## config.mk

```make
export PLATFORM = sky130hd
export DESIGN_NAME = pc_next_unit
export DESIGN_NICKNAME = d
export VERILOG_FILES = /design/src/rtl/pcsel_pkg.sv /design/src/rtl/br_compare.sv /design/src/rtl/pc_target_gen.sv /design/src/rtl/pc_src_select.sv /design/src/rtl/pc_next_unit.sv
export SDC_FILE = /design/constraint.sdc
export NUM_CORES = 1
export LEC_CHECK = 0
export BUFFER_PORTS_ARGS = -buffer_cell sky130_fd_sc_hd__buf_2
export CAP_MARGIN = 20
export CORE_MARGIN = 3
export CORE_UTILIZATION = 45
export CTS_BUF_LIST = sky130_fd_sc_hd__clkbuf_16
export DETAILED_ROUTE_END_ITERATION = 10
export HOLD_SLACK_MARGIN = 0.08
export PLACE_DENSITY = 0.72
export SYNTH_ARGS = -nofsm -noshare
export SYNTH_HDL_FRONTEND = slang
export SYNTH_SLANG_ARGS = --single-unit
```

## constraint.sdc

```tcl
create_clock -name clk -period 9.6 [get_ports clk]
set_clock_uncertainty 0.15 [all_clocks]
set_input_delay 0.96 -clock clk [delete_from_list [all_inputs] [get_ports clk]]
set_output_delay 0.96 -clock clk [all_outputs]
set_load 0.1 [all_outputs]
```

## src/rtl/pcsel_pkg.sv

```systemverilog
package pcsel_pkg;

  typedef enum logic [2:0] {
    BR_NONE = 3'd0,
    BR_EQ   = 3'd1,
    BR_NE   = 3'd2,
    BR_LT   = 3'd3,
    BR_GE   = 3'd4,
    BR_LTU  = 3'd5,
    BR_GEU  = 3'd6,
    BR_RSVD = 3'd7
  } br_cond_e;

  // upper bit: jump; lower bit: second target of each pair
  typedef enum logic [1:0] {
    SRC_SEQ  = 2'b00,
    SRC_BR   = 2'b01,
    SRC_JAL  = 2'b10,
    SRC_JALR = 2'b11
  } pc_src_e;

  localparam int unsigned NUM_SRC = 4;

endpackage

```

## src/rtl/br_compare.sv

```systemverilog
module br_compare
  import pcsel_pkg::*;
#(
  parameter int unsigned XLEN = 32
) (
  input  br_cond_e          cond,
  input  logic [XLEN-1:0]   op_a,
  input  logic [XLEN-1:0]   op_b,
  output logic              take
);

  localparam int unsigned MSB = XLEN - 1;

  // signed order via an unsigned compare on sign-flipped operands
  function automatic logic lt_signed(input logic [XLEN-1:0] a, input logic [XLEN-1:0] b);
    logic [XLEN-1:0] fa;
    logic [XLEN-1:0] fb;
    fa = {~a[MSB], a[MSB-1:0]};
    fb = {~b[MSB], b[MSB-1:0]};
    return fa < fb;
  endfunction

  logic is_eq;
  logic is_ltu;
  logic is_lts;

  assign is_eq  = (op_a == op_b);
  assign is_ltu = (op_a < op_b);
  assign is_lts = lt_signed(op_a, op_b);

  always_comb begin
    unique case (cond)
      BR_EQ:   take = is_eq;
      BR_NE:   take = ~is_eq;
      BR_LT:   take = is_lts;
      BR_GE:   take = ~is_lts;
      BR_LTU:  take = is_ltu;
      BR_GEU:  take = ~is_ltu;
      default: take = 1'b0;
    endcase
  end

endmodule

```

## src/rtl/pc_target_gen.sv

```systemverilog
module pc_target_gen #(
  parameter int unsigned XLEN = 32
) (
  input  logic [XLEN-1:0] pc_q,
  input  logic [XLEN-1:0] rs1_val,
  input  logic [XLEN-1:0] imm_j,
  input  logic [XLEN-1:0] imm_b,
  input  logic [XLEN-1:0] imm_i,
  output logic [XLEN-1:0] tgt_seq,
  output logic [XLEN-1:0] tgt_br,
  output logic [XLEN-1:0] tgt_jal,
  output logic [XLEN-1:0] tgt_jalr
);

  localparam logic [XLEN-1:0] STEP = XLEN'(4);
  localparam logic [XLEN-1:0] LSB_CLR = ~XLEN'(1);

  function automatic logic [XLEN-1:0] rel_add(input logic [XLEN-1:0] base,
                                              input logic [XLEN-1:0] ofs);
    return base + ofs;
  endfunction

  function automatic logic [XLEN-1:0] ind_target(input logic [XLEN-1:0] base,
                                                 input logic [XLEN-1:0] ofs);
    return rel_add(base, ofs) & LSB_CLR;
  endfunction

  assign tgt_seq  = rel_add(pc_q, STEP);
  assign tgt_br   = rel_add(pc_q, imm_b);
  assign tgt_jal  = rel_add(pc_q, imm_j);
  assign tgt_jalr = ind_target(rs1_val, imm_i);

endmodule

```

## src/rtl/pc_src_select.sv

```systemverilog
module pc_src_select
  import pcsel_pkg::*;
#(
  parameter int unsigned XLEN = 32
) (
  input  logic            jump_en,
  input  logic            jalr_sel,
  input  logic            take_branch,
  input  logic [XLEN-1:0] tgt_seq,
  input  logic [XLEN-1:0] tgt_br,
  input  logic [XLEN-1:0] tgt_jal,
  input  logic [XLEN-1:0] tgt_jalr,
  output pc_src_e         src,
  output logic [XLEN-1:0] pc_d
);

  logic [XLEN-1:0] cand [NUM_SRC];

  always_comb begin
    if (jump_en) src = jalr_sel ? SRC_JALR : SRC_JAL;
    else         src = take_branch ? SRC_BR : SRC_SEQ;
  end

  for (genvar g = 0; g < NUM_SRC; g++) begin : g_cand
    if (g == int'(SRC_SEQ))      begin : g_s assign cand[g] = tgt_seq;  end
    else if (g == int'(SRC_BR))  begin : g_b assign cand[g] = tgt_br;   end
    else if (g == int'(SRC_JAL)) begin : g_j assign cand[g] = tgt_jal;  end
    else                         begin : g_r assign cand[g] = tgt_jalr; end
  end

  assign pc_d = cand[src];

endmodule

```

## src/rtl/pc_next_unit.sv

```systemverilog
module pc_next_unit
  import pcsel_pkg::*;
#(
  parameter int unsigned     XLEN      = 32,
  parameter logic [XLEN-1:0] RESET_VEC = 32'h0000_1000
) (
  input  logic            clk,
  input  logic            rst,
  input  logic            inst_valid,
  input  logic            jump_en,
  input  logic            jalr_sel,
  input  logic [2:0]      br_sel,
  input  logic [XLEN-1:0] rs1_val,
  input  logic [XLEN-1:0] rs2_val,
  input  logic [XLEN-1:0] imm_j,
  input  logic [XLEN-1:0] imm_b,
  input  logic [XLEN-1:0] imm_i,
  output logic [XLEN-1:0] pc,
  output logic [XLEN-1:0] pc_plus4
);

  logic [XLEN-1:0] pc_q;
  logic [XLEN-1:0] pc_d;
  logic [XLEN-1:0] tgt_seq;
  logic [XLEN-1:0] tgt_br;
  logic [XLEN-1:0] tgt_jal;
  logic [XLEN-1:0] tgt_jalr;
  logic            take_branch;
  pc_src_e         pc_src;

  br_compare #(.XLEN(XLEN)) u_cmp (
    .cond (br_cond_e'(br_sel)),
    .op_a (rs1_val),
    .op_b (rs2_val),
    .take (take_branch)
  );

  pc_target_gen #(.XLEN(XLEN)) u_tgt (
    .pc_q     (pc_q),
    .rs1_val  (rs1_val),
    .imm_j    (imm_j),
    .imm_b    (imm_b),
    .imm_i    (imm_i),
    .tgt_seq  (tgt_seq),
    .tgt_br   (tgt_br),
    .tgt_jal  (tgt_jal),
    .tgt_jalr (tgt_jalr)
  );

  pc_src_select #(.XLEN(XLEN)) u_sel (
    .jump_en     (jump_en),
    .jalr_sel    (jalr_sel),
    .take_branch (take_branch),
    .tgt_seq     (tgt_seq),
    .tgt_br      (tgt_br),
    .tgt_jal     (tgt_jal),
    .tgt_jalr    (tgt_jalr),
    .src         (pc_src),
    .pc_d        (pc_d)
  );

  always_ff @(posedge clk) begin
    if (rst)             pc_q <= RESET_VEC;
    else if (inst_valid) pc_q <= pc_d;
  end

  assign pc       = pc_q;
  assign pc_plus4 = tgt_seq;

endmodule

```

==> results of run 1 <==
==> logic make-up (layout without fill, tap and decap cells) <==
logic type,Yosys count,after routing,synth area share [%]
buf+inv,106,311,5.088
mux,22,22,2.747
other cells,0,1,0
xor+xnor,99,99,10.40
simple gates,361,361,21.53
flops,32,32,7.685
fa+ha+maj,129,129,19.63
compound gates,407,407,32.92
==> through the flow <==
| step | std cells | worst slack, ns | hold slack, ns |
|---|---|---|---|
| after detailed placement | 1582 | 4.795 | 0.4259 |
| after global routing | 1590 | 4.773 | 0.4743 |
| after CTS | 1590 | 5.085 | 0.4293 |
| after global placement | 1582 | 4.912 | 0.4134 |
| final | 1591 | 5.016 | 0.4267 |
| after floorplan | 1156 | 4.629 | 0.7859 |
==> synthesized netlist by cell type, types with 16 or more instances <==
| cell type | instances |
|---|---|
| mux2i_1 | 18 |
| xor2_1 | 46 |
| a211oi_1 | 28 |
| o211ai_1 | 21 |
| dfxtp_1 | 32 |
| ha_1 | 126 |
| clkbuf_1 | 28 |
| nor3_1 | 21 |
| o21ai_0 | 66 |
| a21oi_1 | 95 |
| nand4_1 | 22 |
| a31oi_1 | 20 |
| xnor2_1 | 53 |
| and3_1 | 24 |
| nor2_1 | 85 |
| a21o_1 | 48 |
| inv_1 | 69 |
| nand3_1 | 25 |
| nand2_1 | 99 |
| nand2b_1 | 16 |
==> area by class of cell <==
cell class,count,area share [%]
Antenna cell,1,0.02553
Clock buffer,5,1.276
Clock inverter,3,0.3829
Inverter,70,2.681
Multi-Input combinational cell,1018,74.23
Sequential cell,32,6.536
Tap cell,229,2.923
Timing Repair Buffer,233,11.95
==> power by group through the flow <==
stage | clock network (mW) | registers, mW | logic, mW
after floorplan | 0 | 0.272 | 0.556
after global placement | 0 | 0.183 | 0.828
after detailed placement | 0 | 0.183 | 0.830
after CTS | 0.180 | 0.181 | 0.835
after global routing | 0.185 | 0.185 | 0.915
final | 0.180 | 0.182 | 0.844
==> routing by layer <==
| metal | part of all wire (%) | up-vias | global-route usage, % | routed length, um |
|---|---|---|---|---|
| met3 | 8.0 | 41 | 1.747 | 2239 |
| met4 | 2.4 | 0 | 7.222 | 674 |
| met2 | 44 | 435 | 41.52 | 12200 |
| li1 | - | 4771 | - | - |
| met1 | 46 | 4238 | 37.79 | 12850 |
| met5 | 0 | - | 0 | 0 |
==> worst register-to-register path: cells and delay by family (launching register included) <==
family / cells / cell delay [ns]
flip-flops: 1 / 0.52
AO/OA/AOI/OAI: 6 / 1.62
adder cells (fa/ha/maj): 1 / 0.35
AND/OR/NAND/NOR: 3 / 0.92
==> worst min path at each step <==
stage	cells after the start	to	slack (ns)
6_report	2	register	0.43
5_1_grt	2	register	0.47
4_1_cts	2	register	0.43
3_5_place_dp	2	register	0.43
3_3_place_gp	2	register	0.41
2_1_floorplan	2	pc[15]	0.79
==> impl_metrics.csv, run 1 <==
group,metric,value,unit
timing,finalCriticalPeriod,4.584,ns
worst_setup_path,slowest_delay,0.96,ns
worst_setup_path,slowest_stage,"or3_1",
layout,area_delta_synth_final,17.59,%
yosys,ys_types,75,
run,maxCapViolCount,0,
yosys,synth_edf_count,0,
hold_path,worstHoldPathType,"register to register",
pwr,p_leak,4.934,nW
worst_setup_path,cp_top_family,"simple AND/OR/NAND/NOR gates",
worst_setup_path,reg2reg_slack,5.91,ns
layout,final_common_cell,"buf_2",
timing,max_freq,218.1,MHz
clocking,h-tree-depth,2,
worst_setup_path,path_depth,11,
yosys,yosysWarningCount,0,
timing,setup_viol,0,
status,status,"finished clean",
timing,slew_headroom,25.01,%
layout,multi_input_comb_area,7276,um2
place,place_congestion,0.9049,
floorplan,ios,232,
clocking,cts_max_path_buffers,2,
worst_setup_path,critPathArrivalTime,4.58,ns
yosys,yosysTopAreaCell,"ha_1",
yosys,synth_cells,1156,
layout,final_nets,1657,
drt,drtIter0Drc,655,
worst_setup_path,critPathKind,"input port to register",
worst_setup_path,cp-start-kind,"input port",
global_routing,grt.total_usage,26.02,%
layout,final_area,9802,um2
global_routing,grt_overflow,0,
floorplan,rows,49,
layout,nFillCells,1771,
worst_setup_path,crit_chain,"buf_2 -> ha_1 -> nand4_1 -> nor4_1 -> nand4_1 -> mux2i_1 -> o21ai_0 -> or3_1 -> o21ai_1 -> a221oi_1 -> a211oi_1",
worst_setup_path,path_buf_inv,1,
place,dpl.hpwl,23.13,mm
timing,period_share,47.75,%
yosys,synth.cell_area,8335,um2
pwr,clkPwrFrac,14.9,%
worst_setup_path,required,9.59,ns
worst_setup_path,regToRegEndpoint,"pc[30]",
worst_setup_path,crit_path_end,"pc[29]",
worst_setup_path,cpMostUsedCell,"nand4_1",
pwr,seqPwrFrac,15.1,%
worst_setup_path,reg2regPathDepth,10,
global_routing,grt_max_degree,49,
worst_setup_path,end_kind,"register",
yosys,yosysSeqAreaShare,7.685,%
clocking,hold_buffers,0,
pwr,total_power,1.207,mW
clocking,clk_latency,0.28,ns
pwr,switching_share,54.51,%
drt,wirelength,27.97,mm
drt,avgRoutedWirePerCell,17.58,um
layout,seq_area,640.6,um2
worst_setup_path,worstPathMaxFanout,24,
clocking,post-cts-setup-buffer-count,0,
global_routing,grt_pass1_vias,8478,
pwr,p_sw,0.6579,mW
yosys,synth_top_area_share,18.91,%
yosys,synth_area_leaders,"ha_1, dfxtp_1, a21oi_1, xnor2_1, xor2_1",
floorplan,die_x,142.1,um
drt,route.vias.total,9485,
pwr,ir_drop,60.99,uV
clocking,ctsResizeCount,0,
global_routing,grt_antenna_before_repair,0,
yosys,ys_seq_elements,32,
yosys,synth_nets,1453,
floorplan,die_area,20190,um2
drt,vias_per_cell,5.962,
layout,largest_reg_flops,30,
floorplan,start_util,46.09,%
timing,tns,0,ns
drt,ant_nets,0,
worst_setup_path,startpoint,"rs1_val[15]",
worst_setup_path,r2r_start,"pc[9]",
pwr,p_int,0.5490,mW
layout,final_cell_mix,"buf_2, ha_1, nand2_1, a21oi_1, nor2_1",
clocking,tritoncts,"yes",
pwr,power_frac_comb,69.9,%
floorplan,coreArea,18090,um2
drt,drc,0,
layout,layout-drive-gt1-share,19.25,%
timing,worstMarginPinSlew,1.125,ns
clocking,cts-root-buf,"clkbuf_16",
global_routing,grt_pass1_wl,43.41,mm
clocking,clk_pin_slew,0.06,ns
timing,grt_setup_unrepaired,"no",
timing,drv_slew,0,
place,port_buffers,231,
clocking,cts_buffers,5,
clocking,cts.sinks,32,
floorplan,fp.dieH,142.1,um
timing,hold_viol,0,
yosys,avgSynthCellArea,7.211,um2
yosys,async_flop_share,0,%
layout,final_core_util,54.20,%
place,place_area,9637,um2
drt,firstDrtPassIters,5,
yosys,synthFlopType,"dfxtp_1",
pwr,power-per-cell-area,123.1,nW/um2
No activity file was read; power rests on OpenSTA's default activity.
==> run 2: changes to the inputs <==
- clock period: 9.6 -> 4.5 ns (I/O delays scaled with it)
==> impl_metrics.csv, run 2 (same netlist as run 1, synthesis figures left out) <==
group,metric,value,unit
global_routing,grt_antenna_before_repair,1,
drt,vias_per_cell,5.949,
clocking,h-tree-depth,2,
place,port_buffers,231,
drt,route.vias.total,9513,
layout,final_common_cell,"buf_2",
layout,final_core_util,54.56,%
timing,finalCriticalPeriod,3.721,ns
timing,hold_viol,0,
hold_path,worstHoldPathType,"input port to register",
worst_setup_path,slowest_delay,0.84,ns
worst_setup_path,path_buf_inv,1,
drt,drtIter0Drc,623,
layout,n_antenna_cell,0,
global_routing,use_met1,37.40,%
timing,whs,0.3961,ns
pwr,clkPwrFrac,13.2,%
worst_setup_path,slowest_stage,"nor3_2",
clocking,cts.sinks,32,
layout,fin_cells,1599,
timing,max_freq,268.8,MHz
timing,slew_headroom,36.80,%
clocking,clk_latency,0.28,ns
clocking,tritoncts,"yes",
worst_setup_path,critPathKind,"input port to register",
layout,final_nets,1666,
pwr,p_sw,1.413,mW
floorplan,die_x,142.1,um
timing,period_share,82.69,%
global_routing,grt_max_degree,48,
drt,avgRoutedWirePerCell,17.52,um
timing,setup_viol,0,
drt,firstDrtPassIters,5,
global_routing,grt_overflow,0,
clocking,cts_buffers,5,
floorplan,fp.dieH,142.1,um
pwr,ir_drop,154.6,uV
worst_setup_path,worstPathMaxFanout,12,
layout,final_area,9868,um2
timing,worstMarginPinSlew,0.9428,ns
clocking,cts_max_path_buffers,2,
layout,final_cell_mix,"buf_2, ha_1, nand2_1, a21oi_1, nor2_1",
timing,drv_slew,0,
drt,ant_nets,0,
worst_setup_path,required,4.50,ns
layout,nFillCells,1766,
pwr,switching_share,55.55,%
pwr,power_frac_comb,71.8,%
worst_setup_path,crit_chain,"buf_2 -> ha_1 -> nand4_1 -> nor4_1 -> nand4_1 -> mux2i_1 -> o21ai_0 -> nor3_2 -> nor2_1 -> a221oi_1 -> o32ai_1",
pwr,p_int,1.131,mW
status,status,"finished clean",
global_routing,grt.total_usage,26.11,%
floorplan,coreArea,18090,um2
worst_setup_path,critPathArrivalTime,3.72,ns
run,maxCapViolCount,0,
timing,grt_setup_unrepaired,"no",
layout,largest_reg_flops,30,
drt,drc,0,
global_routing,grt_pass1_vias,8624,
floorplan,rows,49,
floorplan,start_util,46.09,%
global_routing,use_met3,1.848,%
pwr,power-per-cell-area,257.8,nW/um2
clocking,clk_pin_slew,0.05,ns
worst_setup_path,cp-start-kind,"input port",
pwr,seqPwrFrac,15.0,%
place,placed_cells,1591,
layout,layout-drive-gt1-share,20.07,%
worst_setup_path,cp_top_family,"simple AND/OR/NAND/NOR gates",
layout,area_delta_synth_final,18.39,%
place,place_area,9719,um2
clocking,hold_buffers,0,
place,dpl.hpwl,23.44,mm
timing,tns,0,ns
floorplan,die_area,20190,um2
floorplan,ios,232,
clocking,post-cts-setup-buffer-count,0,
clocking,cts-root-buf,"clkbuf_16",
place,place_congestion,0.8866,
drt,wirelength,28.02,mm
layout,seq_area,640.6,um2
global_routing,met2_usage,43.28,%
global_routing,busiest_layer,"met2",
global_routing,grt_pass1_wl,43.55,mm
worst_setup_path,cpMostUsedCell,"nand4_1",
pwr,p_leak,4.983,nW
worst_setup_path,end_kind,"register",
clocking,ctsResizeCount,0,
layout,multi_input_comb_area,7291,um2
## run 2: changes by cell type in the layout (fill, tap and decap cells not counted)
cell,change
buf_4,+9
bufinv_16,-1
clkinv_1,-2
clkinv_4,+1
clkinvlp_4,+2
diode_2,-1
xnor2_1,-2
xnor2_2,+2
## run 2: area by class of cell
| type | instances | area share (%) |
|---|---|---|
| well taps | 229 | 2.904 |
| inverters | 70 | 2.663 |
| repair buffers | 242 | 12.55 |
| flip-flops and latches | 32 | 6.492 |
| clock inverters | 3 | 0.2409 |
| clock buffers | 5 | 1.268 |
| multi-input cells | 1018 | 73.88 |
## run 2: metrics by stage
step / setup slack (ns) / total power [mW]
final: 0.7792 / 2.544
after global routing: 0.5126 / 2.712
after CTS: 0.8282 / 2.523
after detailed placement: 0.5325 / 2.185
after global placement: 0.6868 / 2.175
after floorplan: 0.01478 / 1.768
## run 2: path summary, 6_finish.rpt
| check | from | to | slack (ns) | cells after the start |
|---|---|---|---|---|
| min reg2reg | pc[29] | pc[29] | 0.44 | 2 |
| max reg2reg | pc[9] | pc[30] | 0.88 | 10 |
| max | rs1_val[11] | pc[28] | 0.78 | 11 |
| min | imm_b[31] | pc[31] | 0.40 | 4 |
## run 2: metal layers
layer / vias up / share of wire (%)
met3: 32 / 7.6
met1: 4272 / 46
met5: - / 0.025
li1: 4789 / -
met2: 418 / 45
met4: 2 / 1.7
## run 2: power groups by stage
stage	clock network, mW	logic, mW	registers, mW
2_1_floorplan	0	1.19	0.580
3_3_place_gp	0	1.79	0.386
3_5_place_dp	0	1.80	0.386
4_1_cts	0.334	1.81	0.380
5_1_grt	0.344	1.98	0.387
6_report	0.335	1.83	0.383
## run 2: worst register-to-register path: stages, from the launching register on
cell and delay, ns:
dfxtp_1 0.51, ha_1 0.36, a21oi_1 0.27, o221ai_1 0.17, nor2b_1 0.18, o311ai_1 0.43
a21oi_1 0.22, or4_1 0.54, and3b_1 0.19, o41ai_1 0.35, o21ai_0 0.13
==> run 3: changes to the inputs <==
- clock period: 4.5 -> 3.55 ns (I/O delays scaled with it)
==> impl_metrics.csv, run 3 (same netlist as run 1, synthesis figures left out) <==
group,metric,value,unit
floorplan,die_x,142.1,um
clocking,hold_buffers,0,
global_routing,grt_overflow,0,
layout,final_cell_mix,"buf_2, ha_1, nand2_1, a21oi_1, nor2_1",
layout,largest_reg_flops,30,
place,place_area,10430,um2
worst_setup_path,cp_top_family,"compound AO/OA/AOI/OAI gates",
clocking,clk_pin_slew,0.06,ns
timing,setup_viol,0,
timing,whs,0.2959,ns
floorplan,die_area,20190,um2
pwr,power-per-cell-area,318.3,nW/um2
worst_setup_path,cp-start-kind,"input port",
worst_setup_path,end_kind,"register",
clocking,cts-root-buf,"clkbuf_16",
worst_setup_path,crit_chain,"buf_2 -> ha_1 -> nand4_1 -> nor4_2 -> buf_4 -> nand4_1 -> mux2i_1 -> o21ai_0 -> buf_4 -> o311ai_0 -> buf_4 -> a21oi_1 -> o41ai_1 -> o21ai_0",
drt,drc,0,
drt,wirelength,29.12,mm
drt,drtIter0Drc,755,
layout,nFillCells,1762,
place,place_congestion,0.9056,
timing,grt_setup_unrepaired,"no",
timing,period_share,94.33,%
place,port_buffers,231,
clocking,cts_max_path_buffers,2,
drt,vias_per_cell,5.962,
floorplan,coreArea,18090,um2
floorplan,rows,49,
timing,max_freq,298.6,MHz
place,dpl.hpwl,24.59,mm
run,maxCapViolCount,0,
clocking,clk_latency,0.29,ns
worst_setup_path,slowest_stage,"o311ai_0",
pwr,p_leak,5.382,nW
timing,tns,0,ns
global_routing,grt_pass1_vias,8880,
drt,avgRoutedWirePerCell,17.62,um
floorplan,start_util,46.09,%
floorplan,fp.dieH,142.1,um
layout,final_area,10610,um2
timing,finalCriticalPeriod,3.349,ns
layout,area_delta_synth_final,27.24,%
worst_setup_path,path_buf_inv,4,
drt,ant_nets,0,
drt,firstDrtPassIters,7,
worst_setup_path,critPathArrivalTime,3.36,ns
timing,drv_slew,0,
global_routing,grt.total_usage,27.48,%
drt,route.vias.total,9855,
worst_setup_path,critPathKind,"input port to register",
worst_setup_path,required,3.56,ns
status,status,"finished clean",
layout,final_nets,1720,
timing,worstMarginPinSlew,1.083,ns
layout,layout-drive-gt1-share,26.05,%
clocking,tritoncts,"yes",
global_routing,grt_pass1_wl,45.49,mm
clocking,cts.sinks,32,
layout,n_antenna_cell,0,
timing,hold_viol,0,
global_routing,grt_max_degree,48,
hold_path,worstHoldPathType,"input port to register",
clocking,h-tree-depth,2,
worst_setup_path,cpMostUsedCell,"buf_4",
timing,slew_headroom,27.56,%
worst_setup_path,worstPathMaxFanout,4,
clocking,cts_buffers,5,
worst_setup_path,slowest_delay,0.46,ns
pwr,ir_drop,189.3,uV
layout,final_common_cell,"buf_2",
global_routing,grt_antenna_before_repair,1,
floorplan,ios,232,
==> run 3: through the flow <==
stage	power (mW)	instances	setup WS [ns]	util (%)
2_1_floorplan	2.285	1156	-0.4922	-
3_3_place_gp	2.882	1645	-0.1180	57.65
3_5_place_dp	2.903	1645	-0.2256	57.65
4_1_cts	3.343	1653	0.07276	58.46
5_1_grt	3.596	1653	0.01342	58.64
6_report	3.376	1653	0.2012	58.64
==> run 3: worst paths after layout <==
kind                from  cells past startpoint      to  slack (ns)
max          rs1_val[11]                     14  pc[30]        0.20
min            imm_b[31]                      4  pc[31]        0.30
min reg2reg       pc[17]                      2  pc[17]        0.39
max reg2reg     register                     14  pc[30]        0.21
==> run 3: per-layer routing <==
metal | GRT usage [%] | vias to the layer above | wire length [um]
li1 | - | 4886 | -
met3 | 2.016 | 53 | 2439
met5 | 0 | - | 7
met1 | 39.65 | 4463 | 12950
met4 | 7.323 | 2 | 732
met2 | 44.25 | 451 | 12990
==> run 3: worst register-to-register path, cell delays in order (launching register included) <==
cell	delay [ns]
dfxtp_2	0.36
ha_1	0.19
inv_1	0.06
fa_1	0.40
nor2b_1	0.16
o31a_1	0.18
o21ai_0	0.17
a21oi_1	0.28
a22oi_1	0.16
buf_4	0.19
a31oi_1	0.17
o21bai_1	0.08
a2111oi_1	0.41
buf_4	0.18
o21ai_0	0.07
==> run 3: what timing repair did <==
| action | 4_1_cts | 5_1_grt |
|---|---|---|
| gates resized for setup | 0 | 8 |
| setup buffers | 0 | 0 |
| endpoints found under the setup margin | 0 | 3 |
==> run 3: area by class of cell <==
cell class	instances	area, um2	area share [%]
Clock buffer	5	125.1	1.180
Clock inverter	3	20.02	0.1887
Tap cell	229	286.5	2.701
Multi-Input combinational cell	1018	7595	71.61
Inverter	70	262.8	2.477
Timing Repair Buffer	296	1657	15.62
Sequential cell	32	660.6	6.229
==> run 3: where the power goes <==
part	internal (mW)	switching [mW]	total, mW
clock	0.258	0.176	0.435
combinational	0.865	1.59	2.45
sequential	0.402	0.0862	0.488
